[src/rtl/cfgmem_pkg.sv]
package cfgmem_pkg;
  localparam logic [7:0] OFS_CTRL = 8'h36;
  localparam logic [7:0] OFS_DLO  = 8'h38;
  localparam logic [7:0] OFS_DHI  = 8'h3A;
  localparam logic [7:0] OFS_ALO  = 8'h3C;
  localparam logic [7:0] OFS_AHI  = 8'h3E;

  localparam int CODE_W = 3;
  localparam int DW     = 16;

  typedef enum logic [CODE_W-1:0] {
    CMD_IDLE  = 3'd0,
    CMD_STORE = 3'd1,
    CMD_LOAD  = 3'd2,
    CMD_GATE1 = 3'd4,
    CMD_GATE0 = 3'd7
  } cmd_e;

  typedef enum logic [1:0] {
    SQ_REST = 2'd0,
    SQ_EXEC = 2'd1,
    SQ_WAIT = 2'd2
  } seq_e;
endpackage

[src/rtl/cfgmem_regs.sv]
module cfgmem_regs
  import cfgmem_pkg::*;
#(
  parameter int IW = 8
) (
  input  logic              clk,
  input  logic              rst_n,
  input  logic              host_wr,
  input  logic [7:0]        host_addr,
  input  logic [7:0]        host_wdata,
  input  logic              ld_data,
  input  logic [DW-1:0]     ld_word,
  input  logic              done,
  input  logic [CODE_W-1:0] last_code,
  output logic [7:0]        host_rdata,
  output logic [DW-1:0]     data_word,
  output logic [IW-1:0]     word_idx,
  output logic              ctrl_wr,
  output logic [CODE_W-1:0] ctrl_code
);
  logic [7:0] dlo_q, dhi_q, alo_q, ahi_q;
  logic [15:0] byte_addr;
  logic unused_bits;

  assign ctrl_wr   = host_wr && (host_addr == OFS_CTRL);
  assign ctrl_code = host_wdata[CODE_W-1:0];
  assign byte_addr = {ahi_q, alo_q};
  assign word_idx  = byte_addr[IW:1];
  assign data_word = {dhi_q, dlo_q};
  assign unused_bits = ^{byte_addr[15:IW+1], byte_addr[0], host_wdata[7:CODE_W]};

  always_ff @(posedge clk) begin
    if (!rst_n) begin
      dlo_q <= '0;
      dhi_q <= '0;
      alo_q <= '0;
      ahi_q <= '0;
    end else begin
      if (host_wr && host_addr == OFS_ALO) alo_q <= host_wdata;
      if (host_wr && host_addr == OFS_AHI) ahi_q <= host_wdata;
      if (ld_data) begin
        dlo_q <= ld_word[7:0];
        dhi_q <= ld_word[15:8];
      end else begin
        if (host_wr && host_addr == OFS_DLO) dlo_q <= host_wdata;
        if (host_wr && host_addr == OFS_DHI) dhi_q <= host_wdata;
      end
    end
  end

  always_comb begin
    case (host_addr)
      OFS_CTRL: host_rdata = {4'b0, done, last_code};
      OFS_DLO:  host_rdata = dlo_q;
      OFS_DHI:  host_rdata = dhi_q;
      OFS_ALO:  host_rdata = alo_q;
      OFS_AHI:  host_rdata = ahi_q;
      default:  host_rdata = 8'h00;
    endcase
  end
endmodule

[src/rtl/cfgmem_seq.sv]
module cfgmem_seq
  import cfgmem_pkg::*;
#(
  parameter int WR_BUSY = 20
) (
  input  logic              clk,
  input  logic              rst_n,
  input  logic              ctrl_wr,
  input  logic [CODE_W-1:0] ctrl_code,
  output logic              done,
  output logic [CODE_W-1:0] last_code,
  output logic              gate_open,
  output logic              st_we,
  output logic              ld_data
);
  localparam int CW = (WR_BUSY < 2) ? 1 : $clog2(WR_BUSY);

  seq_e            state_q;
  logic [CW-1:0]   cnt_q;
  logic            exec_store;

  assign exec_store = (state_q == SQ_EXEC) && (last_code == CMD_STORE);
  assign st_we      = exec_store && gate_open;
  assign ld_data    = (state_q == SQ_EXEC) && (last_code == CMD_LOAD);

  always_ff @(posedge clk) begin
    if (!rst_n) begin
      state_q   <= SQ_REST;
      cnt_q     <= '0;
      done      <= 1'b0;
      last_code <= CMD_IDLE;
      gate_open <= 1'b0;
    end else begin
      if (state_q == SQ_EXEC && last_code == CMD_GATE1) gate_open <= 1'b1;
      if (state_q == SQ_EXEC && last_code == CMD_GATE0) gate_open <= 1'b0;
      if (ctrl_wr) begin
        state_q   <= SQ_EXEC;
        last_code <= ctrl_code;
        done      <= 1'b0;
      end else begin
        case (state_q)
          SQ_EXEC: begin
            if (st_we) begin
              state_q <= SQ_WAIT;
              cnt_q   <= CW'(WR_BUSY - 1);
            end else begin
              state_q <= SQ_REST;
              done    <= 1'b1;
            end
          end
          SQ_WAIT: begin
            if (cnt_q == '0) begin
              state_q <= SQ_REST;
              done    <= 1'b1;
            end else begin
              cnt_q <= cnt_q - 1'b1;
            end
          end
          default: state_q <= SQ_REST;
        endcase
      end
    end
  end
endmodule

[src/rtl/cfgmem_store.sv]
module cfgmem_store #(
  parameter int WORDS = 256,
  parameter int W     = 16,
  localparam int IW   = $clog2(WORDS)
) (
  input  logic          clk,
  input  logic          we,
  input  logic [IW-1:0] idx,
  input  logic [W-1:0]  wdata,
  output logic [W-1:0]  rdata
);
  logic [W-1:0] cells [WORDS];

  always_ff @(posedge clk) begin
    if (we) cells[idx] <= wdata;
  end

  assign rdata = cells[idx];
endmodule

[src/rtl/cfgmem_ctrl.sv]
module cfgmem_ctrl
  import cfgmem_pkg::*;
#(
  parameter int WORDS   = 256,
  parameter int WR_BUSY = 20
) (
  input  logic       clk,
  input  logic       rst_n,
  input  logic       host_wr,
  input  logic [7:0] host_addr,
  input  logic [7:0] host_wdata,
  output logic [7:0] host_rdata
);
  localparam int IW = $clog2(WORDS);

  logic              done_q, wen_q, st_we, ld_data, ctrl_wr;
  logic [CODE_W-1:0] last_code, ctrl_code;
  logic [DW-1:0]     data_word, mem_word;
  logic [IW-1:0]     word_idx;

  cfgmem_regs #(.IW(IW)) regs_i (
    .clk(clk), .rst_n(rst_n), .host_wr(host_wr), .host_addr(host_addr),
    .host_wdata(host_wdata), .ld_data(ld_data), .ld_word(mem_word),
    .done(done_q), .last_code(last_code), .host_rdata(host_rdata),
    .data_word(data_word), .word_idx(word_idx), .ctrl_wr(ctrl_wr),
    .ctrl_code(ctrl_code)
  );

  cfgmem_seq #(.WR_BUSY(WR_BUSY)) seq_i (
    .clk(clk), .rst_n(rst_n), .ctrl_wr(ctrl_wr), .ctrl_code(ctrl_code),
    .done(done_q), .last_code(last_code), .gate_open(wen_q),
    .st_we(st_we), .ld_data(ld_data)
  );

  cfgmem_store #(.WORDS(WORDS), .W(DW)) store_i (
    .clk(clk), .we(st_we), .idx(word_idx), .wdata(data_word), .rdata(mem_word)
  );
endmodule

[config.mk]
export PLATFORM = sky130hd
export DESIGN_NAME = cfgmem_ctrl
export DESIGN_NICKNAME = d
export VERILOG_FILES = /design/src/rtl/cfgmem_pkg.sv /design/src/rtl/cfgmem_regs.sv /design/src/rtl/cfgmem_seq.sv /design/src/rtl/cfgmem_store.sv /design/src/rtl/cfgmem_ctrl.sv
export SDC_FILE = /design/constraint.sdc
export NUM_CORES = 2
export LEC_CHECK = 0
export ABC_AREA = 0
export CAP_MARGIN = 10
export CORE_ASPECT_RATIO = 0.8
export CORE_UTILIZATION = 33
export CTS_CLUSTER_DIAMETER = 200
export CTS_CLUSTER_SIZE = 40
export DETAILED_ROUTE_END_ITERATION = 8
export GPL_TIMING_DRIVEN = 0
export RECOVER_POWER = 100
export SLEW_MARGIN = 20
export SYNTH_ARGS = -nofsm -noshare
export SYNTH_HDL_FRONTEND = slang
export SYNTH_SLANG_ARGS = --single-unit
[constraint.sdc]
create_clock -name clk -period 12.49 [get_ports clk]
set_clock_uncertainty 0.2 [all_clocks]
set_input_delay 2.498 -clock clk [delete_from_list [all_inputs] [get_ports clk]]
set_output_delay 2.498 -clock clk [all_outputs]
set_load 0.005 [all_outputs]
* Word-level counts from Yosys, hierarchy flattened
Memories as Yosys holds them, arrays and structs flattened.
Index checks and enable logic that the tools add are counted.
** Operators by class
- Add/subtract/negate cells :: 1
- $mul :: 0
- Div/mod/pow operators :: 0
- Order comparisons :: 0
- Equal/unequal tests :: 16
- Shifts and indexed selects :: 0
- Muxes and demuxes :: 17
- Bitwise operators :: 2
- Reduce and logical (&&, ||, !) cells :: 18
** Operator list (count)
- 8-bit by 6-bit equality test with 1-bit output, second input constant :: 5
- 8-bit one-hot mux with 5 select lines :: 1
- 8-bit 2-to-1 mux :: 4
- 1-bit logical AND :: 10
- 5-bit 2-to-1 mux :: 2
- 5-bit one-hot mux with 2 select lines :: 1
- 3-bit equality test, second input constant :: 2
- 2-bit nonzero test :: 3
- 5-bit zero test :: 1
- 1-bit 2-to-1 mux :: 5
- 5-bit by 1-bit subtractor with 5-bit output, second input constant :: 1
- 2-bit 2-to-1 mux :: 2
- 2-bit by 1-bit != test with 1-bit output, second input constant :: 2
- 2-bit != test, second input constant :: 2
- 2-bit one-hot mux with 2 select lines :: 1
- 4-bit AND reduction :: 1
- 2-bit OR reduction :: 2
- 3-bit by 1-bit equality test with 1-bit output, second input constant :: 1
- 3-bit by 2-bit equality test with 1-bit output, second input constant :: 1
- 3-bit by 2-bit != test with 1-bit output, second input constant :: 1
- 3-bit AND reduction :: 1
- 2-bit by 1-bit equality test with 1-bit output, second input constant :: 1
- 2-bit equality test, second input constant :: 1
- 1-bit NOT :: 2
- 1-bit one-hot mux with 2 select lines :: 1
** Word-level totals
- Register bits after elaboration :: 44
- Latch bits :: 0
- Memory bits (writable) :: 4096
- Bits in read-only memories :: 0
- Input bits :: 19
- Logic and storage cells :: 65
- Memories :: 1
** Memory list
- store_i.cells :: depth 256, bits a word 16, read ports 1, clocked after Yosys merged registers in 0, wr ports 1, line cfgmem_store.sv:12 : logic [W-1:0] cells [WORDS];

* Depth between registers and ports, before layout
- Depth in word-level cells :: 6
- Mapped depth :: 13
- Mapped depth without buffers :: 9

* By module
Synthesis repeated with hierarchy kept, for this count alone.
** Unflattened totals
- Cell total of the unflattened synthesis :: 6983
- Area total of the unflattened synthesis :: 157616.2 µm²
** By module, submodules not included
- cfgmem_store :: instances 1, cells each 6711, area each 155078.7 µm², sequential area each 122998.0 µm²
- cfgmem_regs :: instances 1, cells each 208, area each 1946.9 µm², sequential area each 640.6 µm²
- cfgmem_seq :: instances 1, cells each 64, area each 590.6 µm², sequential area each 240.2 µm²

* Least setup slack after synthesis
Ideal clock, no wire load.
- Path kind :: reg2out
- From :: register regs_i.dhi_q[4]
- To :: output host_rdata[4]
- Arrival time :: 4.438 ns
- Setup slack :: 5.354 ns
- Cell stages (with the launch flop) :: 3
- Buffers on the path :: 0
- Cell sequence :: dfxtp_1 > mux4_2 > nor2b_1
** On the way
- Longest elaborated chain between the ends :: 1
** Ends and longest elaborated chain
- from (decl) :: line cfgmem_regs.sv:21 : logic [7:0] dlo_q, dhi_q, alo_q, ahi_q;
- from (signal assigned) :: line cfgmem_regs.sv:43 : dhi_q <= ld_word[15:8];
- from (signal assigned) :: line cfgmem_regs.sv:46 : if (host_wr && host_addr == OFS_DHI) dhi_q <= host_wdata;
- 8-bit one-hot mux with 5 select lines :: line cfgmem_regs.sv:52 : case (host_addr)
- to (decl) :: line cfgmem_ctrl.sv:12 : output logic [7:0] host_rdata
Every way passes these cells.

* Final worst setup path
- From :: register regs_i.alo_q[1]
- To :: memory store_i.cells[149][3] (enable)
** RTL lines
- from (decl) :: line cfgmem_regs.sv:21
- from (signal assigned) :: line cfgmem_regs.sv:39 : if (host_wr && host_addr == OFS_ALO) alo_q <= host_wdata;
- to (decl) :: line cfgmem_store.sv:12
No word-level cell before the write port.

==> key figures <==
Outcome
  – Status: finished with violations
  – Failing checks: max-capacitance violations, max-slew violations

Final layout
  – Area delta synth->final: 7.94%
  – Util after Layout: a little over a third
  – Seq. cell area: 0.124 mm^2
  – Fillers: 43900
  – Layout cell share with drive strength beyond 1: 15.1%
  – Final Instance Area: 0.172 mm^2
  – Area of the multi-input gates: 0.0332 mm^2
  – Final Non-Filler Cells: 14400
  – Most frequent cells in the layout: 4096 x edfxtp_1, 799 x mux4_2, 579 x mux2i_1
  – Commonest non-fill, non-tap cell in the layout: edfxtp_1
  – Nets: 8001

Synth
  – Adder-Cell Fraction of Synth Area: 0.0236%
  – Synth Flop Type: edfxtp_1
  – Syn Nets: 7577
  – Largest family of logic cells by synthesized area: multiplexers
  – Synth Area in Compound Gates: 3.47%
  – Synth top area cells: edfxtp_1 77%, mux4_2 11%, mux2i_1 3.6%, a22oi_1 1.1%, nor2_1 0.76%
  – Asr flop ratio synth: 0%
  – Gate Count Post-Synth: 7555
  – Area leader, netlist: edfxtp_1
  – Mux contribution to synthesized area: 15.3%
  – Area share of the largest cell type after synthesis: 77.3%
  – Avg Inst Size Synth: 21.1 um^2
  – #FFs+latches synth: 4140
  – Seq/Total Area, Yosys: between 70% and 80%
  – Mapped Area: 0.159 mm^2
  – Synth warn: 0
  – Post-synth EDFFs: 4096
  – XOR/XNOR share of the synthesized area: 0%
  – Synth Area in Simple Gates: 1.96%
  – Yosys cell types: 52

Setup path
  – Cells along the critical path: clkbuf_1 > clkbuf_1 > clkbuf_1 > clkbuf_1 > nor2b_1 > clkbuf_1 > clkbuf_1 > nand2_1 > clkbuf_1 > clkbuf_1 > nor2_1 > clkbuf_1
  – CP required: 12780 ps
  – R2R Path Start: regs_i.alo_q[1]
  – Worst Path Buf+Inv: 9
  – Max incr delay on CP: between 1500 and 2000 ps
  – Critical path's slowest cell: clkbuf_1
  – CP Max Fanout: 13
  – Worst Setup SP: regs_i.alo_q[1]
  – Crit path top cell by count: clkbuf_1
  – Flop-to-flop setup slack: 1880 ps
  – Critical path class: flop to flop
  – CP arrival: between 10000 and 15000 ps
  – Critical path's top delay family: buffers and inverters
  – CP Launch Type: flop
  – Setup crit end kind: flop

STA
  – Final setup viols: 0
  – Setup TNS: 0 ps
  – Measured slew at the worst slew-check pin: 3670 ps
  – Max-slew violation count: 5059
  – Tmin final: ~11000 ps
  – Final period utilization: 84.9%
  – RSZ-0062 raised after global routing: no
  – Worst slew margin: -145%
  – Max Freq: 0.0943 GHz
  – Hold Vio Cnt, Final: 0

Clock tree
  – CTS Buf Count: 113
  – CTS tree: yes
  – Clk sinks: between 4000 and 5000
  – Worst-path clk slew: around 150 ps
  – H-tree levels: 3
  – Clk_lat worst skew: 900 ps
  – Post-CTS sizing: 0
  – Max clock buf depth: 3
  – Clock Tree Root: clkbuf_16
  – Hold Buf Count CTS: 0
  – # Post-CTS Setup Buffers: 0

Die
  – Die ar.: 0.485 mm^2
  – DIE WIDTH: 778 um
  – Initial cell density of the core: 33.2%
  – Num rows: 227
  – Core ar.: 0.479 mm^2
  – IO Count: 27
  – Die H: 623 um

Power
  – Static leakage: 40.0 nW
  – Clock share of power: 27.1%
  – Power per standard cell area: ~120 mW/mm^2
  – Flop pwr share: 72.7%
  – Switching share of total power: 18.9%
  – Gate power share: 0.2%
  – Internal Power: 16.7 mW
  – Net Sw Power: 3.91 mW
  – Total Power: 20.6 mW
  – IR drop worst, VDD: 0.156 mV

Hold path
  – Hold_sp: regs_i.alo_q[0]
  – HP Class: flop to flop

Global routing
  – Largest net degree at the start of global routing: 85
  – Vias in the first global route: just under 80000
  – GRT Total Usage: 18.7%
  – First-pass GRT wire length: 637 mm
  – Gr ovfl total: 0
  – Initial antenna violation count: 38

Placed design
  – Placed cells: 14300
  – RePlAce Congestion: 0.977
  – Post-DP HPWL: 337 mm
  – Post-place instance area: 0.173 mm^2
  – IO Port Bufs: 26

Routing
  – Routed via count: 82000
  – Drt pass-1 iters: 8
  – DRT iter0 DRCs: 13700
  – Via density: 5.68
  – Antenna viol nets, final: 0
  – DRC viols: 0
  – DR WL/cell: approximately 33 um
  – Final wirelength: about 470 mm

Run
  – Max cap viols: 137
## worst paths after layout
kind | end | depth (start not counted)
worst min-delay path | regs_i.alo_q[0] | 2
worst max register to register | store_i.cells[149][3] | 12
worst min register to register | regs_i.alo_q[0] | 2
worst max-delay path | store_i.cells[149][3] | 12
## Yosys cell counts, types with 44 or more instances
| cell type | count |
|---|---|
| a21oi_1 | 112 |
| dfxtp_1 | 44 |
| a31oi_1 | 45 |
| nand2_1 | 145 |
| mux2_2 | 51 |
| nand3_1 | 98 |
| buf_2 | 158 |
| edfxtp_1 | 4096 |
| a22oi_1 | 230 |
| clkbuf_1 | 212 |
| mux4_2 | 799 |
| nor2_1 | 323 |
| a221oi_1 | 60 |
| o21ai_0 | 136 |
| o22ai_1 | 119 |
| mux2i_1 | 579 |
## area by class of cell
class                           count  area share, %
Clock inverter                      4         0.0270
Buffer                            448           1.22
Clock buffer                      140           1.73
Sequential cell                  4140           72.1
Inverter                           10         0.0219
Tap cell                         6412           4.67
Multi-Input combinational cell   2957           19.3
Timing Repair Buffer              309          0.856
Antenna cell                        7         0.0102
## power by group through the flow
stage	combinational (mW)	clock, mW	sequential, mW
after CTS	0.0444	5.61	15.0
after global placement	0.0373	0	15.3
after global routing	0.0444	6.00	15.0
after detailed placement	0.0442	0	15.3
after floorplan	0.0162	0	15.3
final	0.0436	5.59	15.0
## worst min-delay path, stage by stage, from the launching register on
cell      delay, ps
dfxtp_1         340
nand2_1          60
a21boi_0         70
## per-layer routing
layer / vias to the layer above / wire, um / GRT usage, %
met3: 684 / 59300 / 5.31
met2: 5092 / 203000 / 27.3
met5: - / 234 / 0.188
met4: 20 / 18000 / 5.77
li1: 32100 / - / -
met1: 44100 / 190000 / 27.1
## flip-flops by register name, indices dropped and copies added, names as in the netlist
signal and cells:
regs_i.dhi_q 8, seq_i.gate_open 1, seq_i.done 1, regs_i.ahi_q 8
regs_i.dlo_q 8, regs_i.alo_q 8, seq_i.cnt_q 5, seq_i.state_q 2
store_i.cells 4096, seq_i.last_code 3
## cells by family (layout without fill, tap and decap cells)
logic type                 after synthesis  in the layout
AOI/OAI and AO/OA                      817            817
other                                    0              7
adders and majority gates                3              3
muxes                                 1429           1429
and+or+nand+nor                        708            708
buffers and inverters                  458            911
DFF                                   4140           4140
## metrics by stage
stage | setup WS (ps) | hold WS, ps
after floorplan | 5350 | 242
after global placement | -584 | 269
after detailed placement | 4300 | 269
after CTS | 3970 | 289
after global routing | 2030 | 302
final | 1880 | 294
Note: power is estimated with default switching activity, not from simulation.
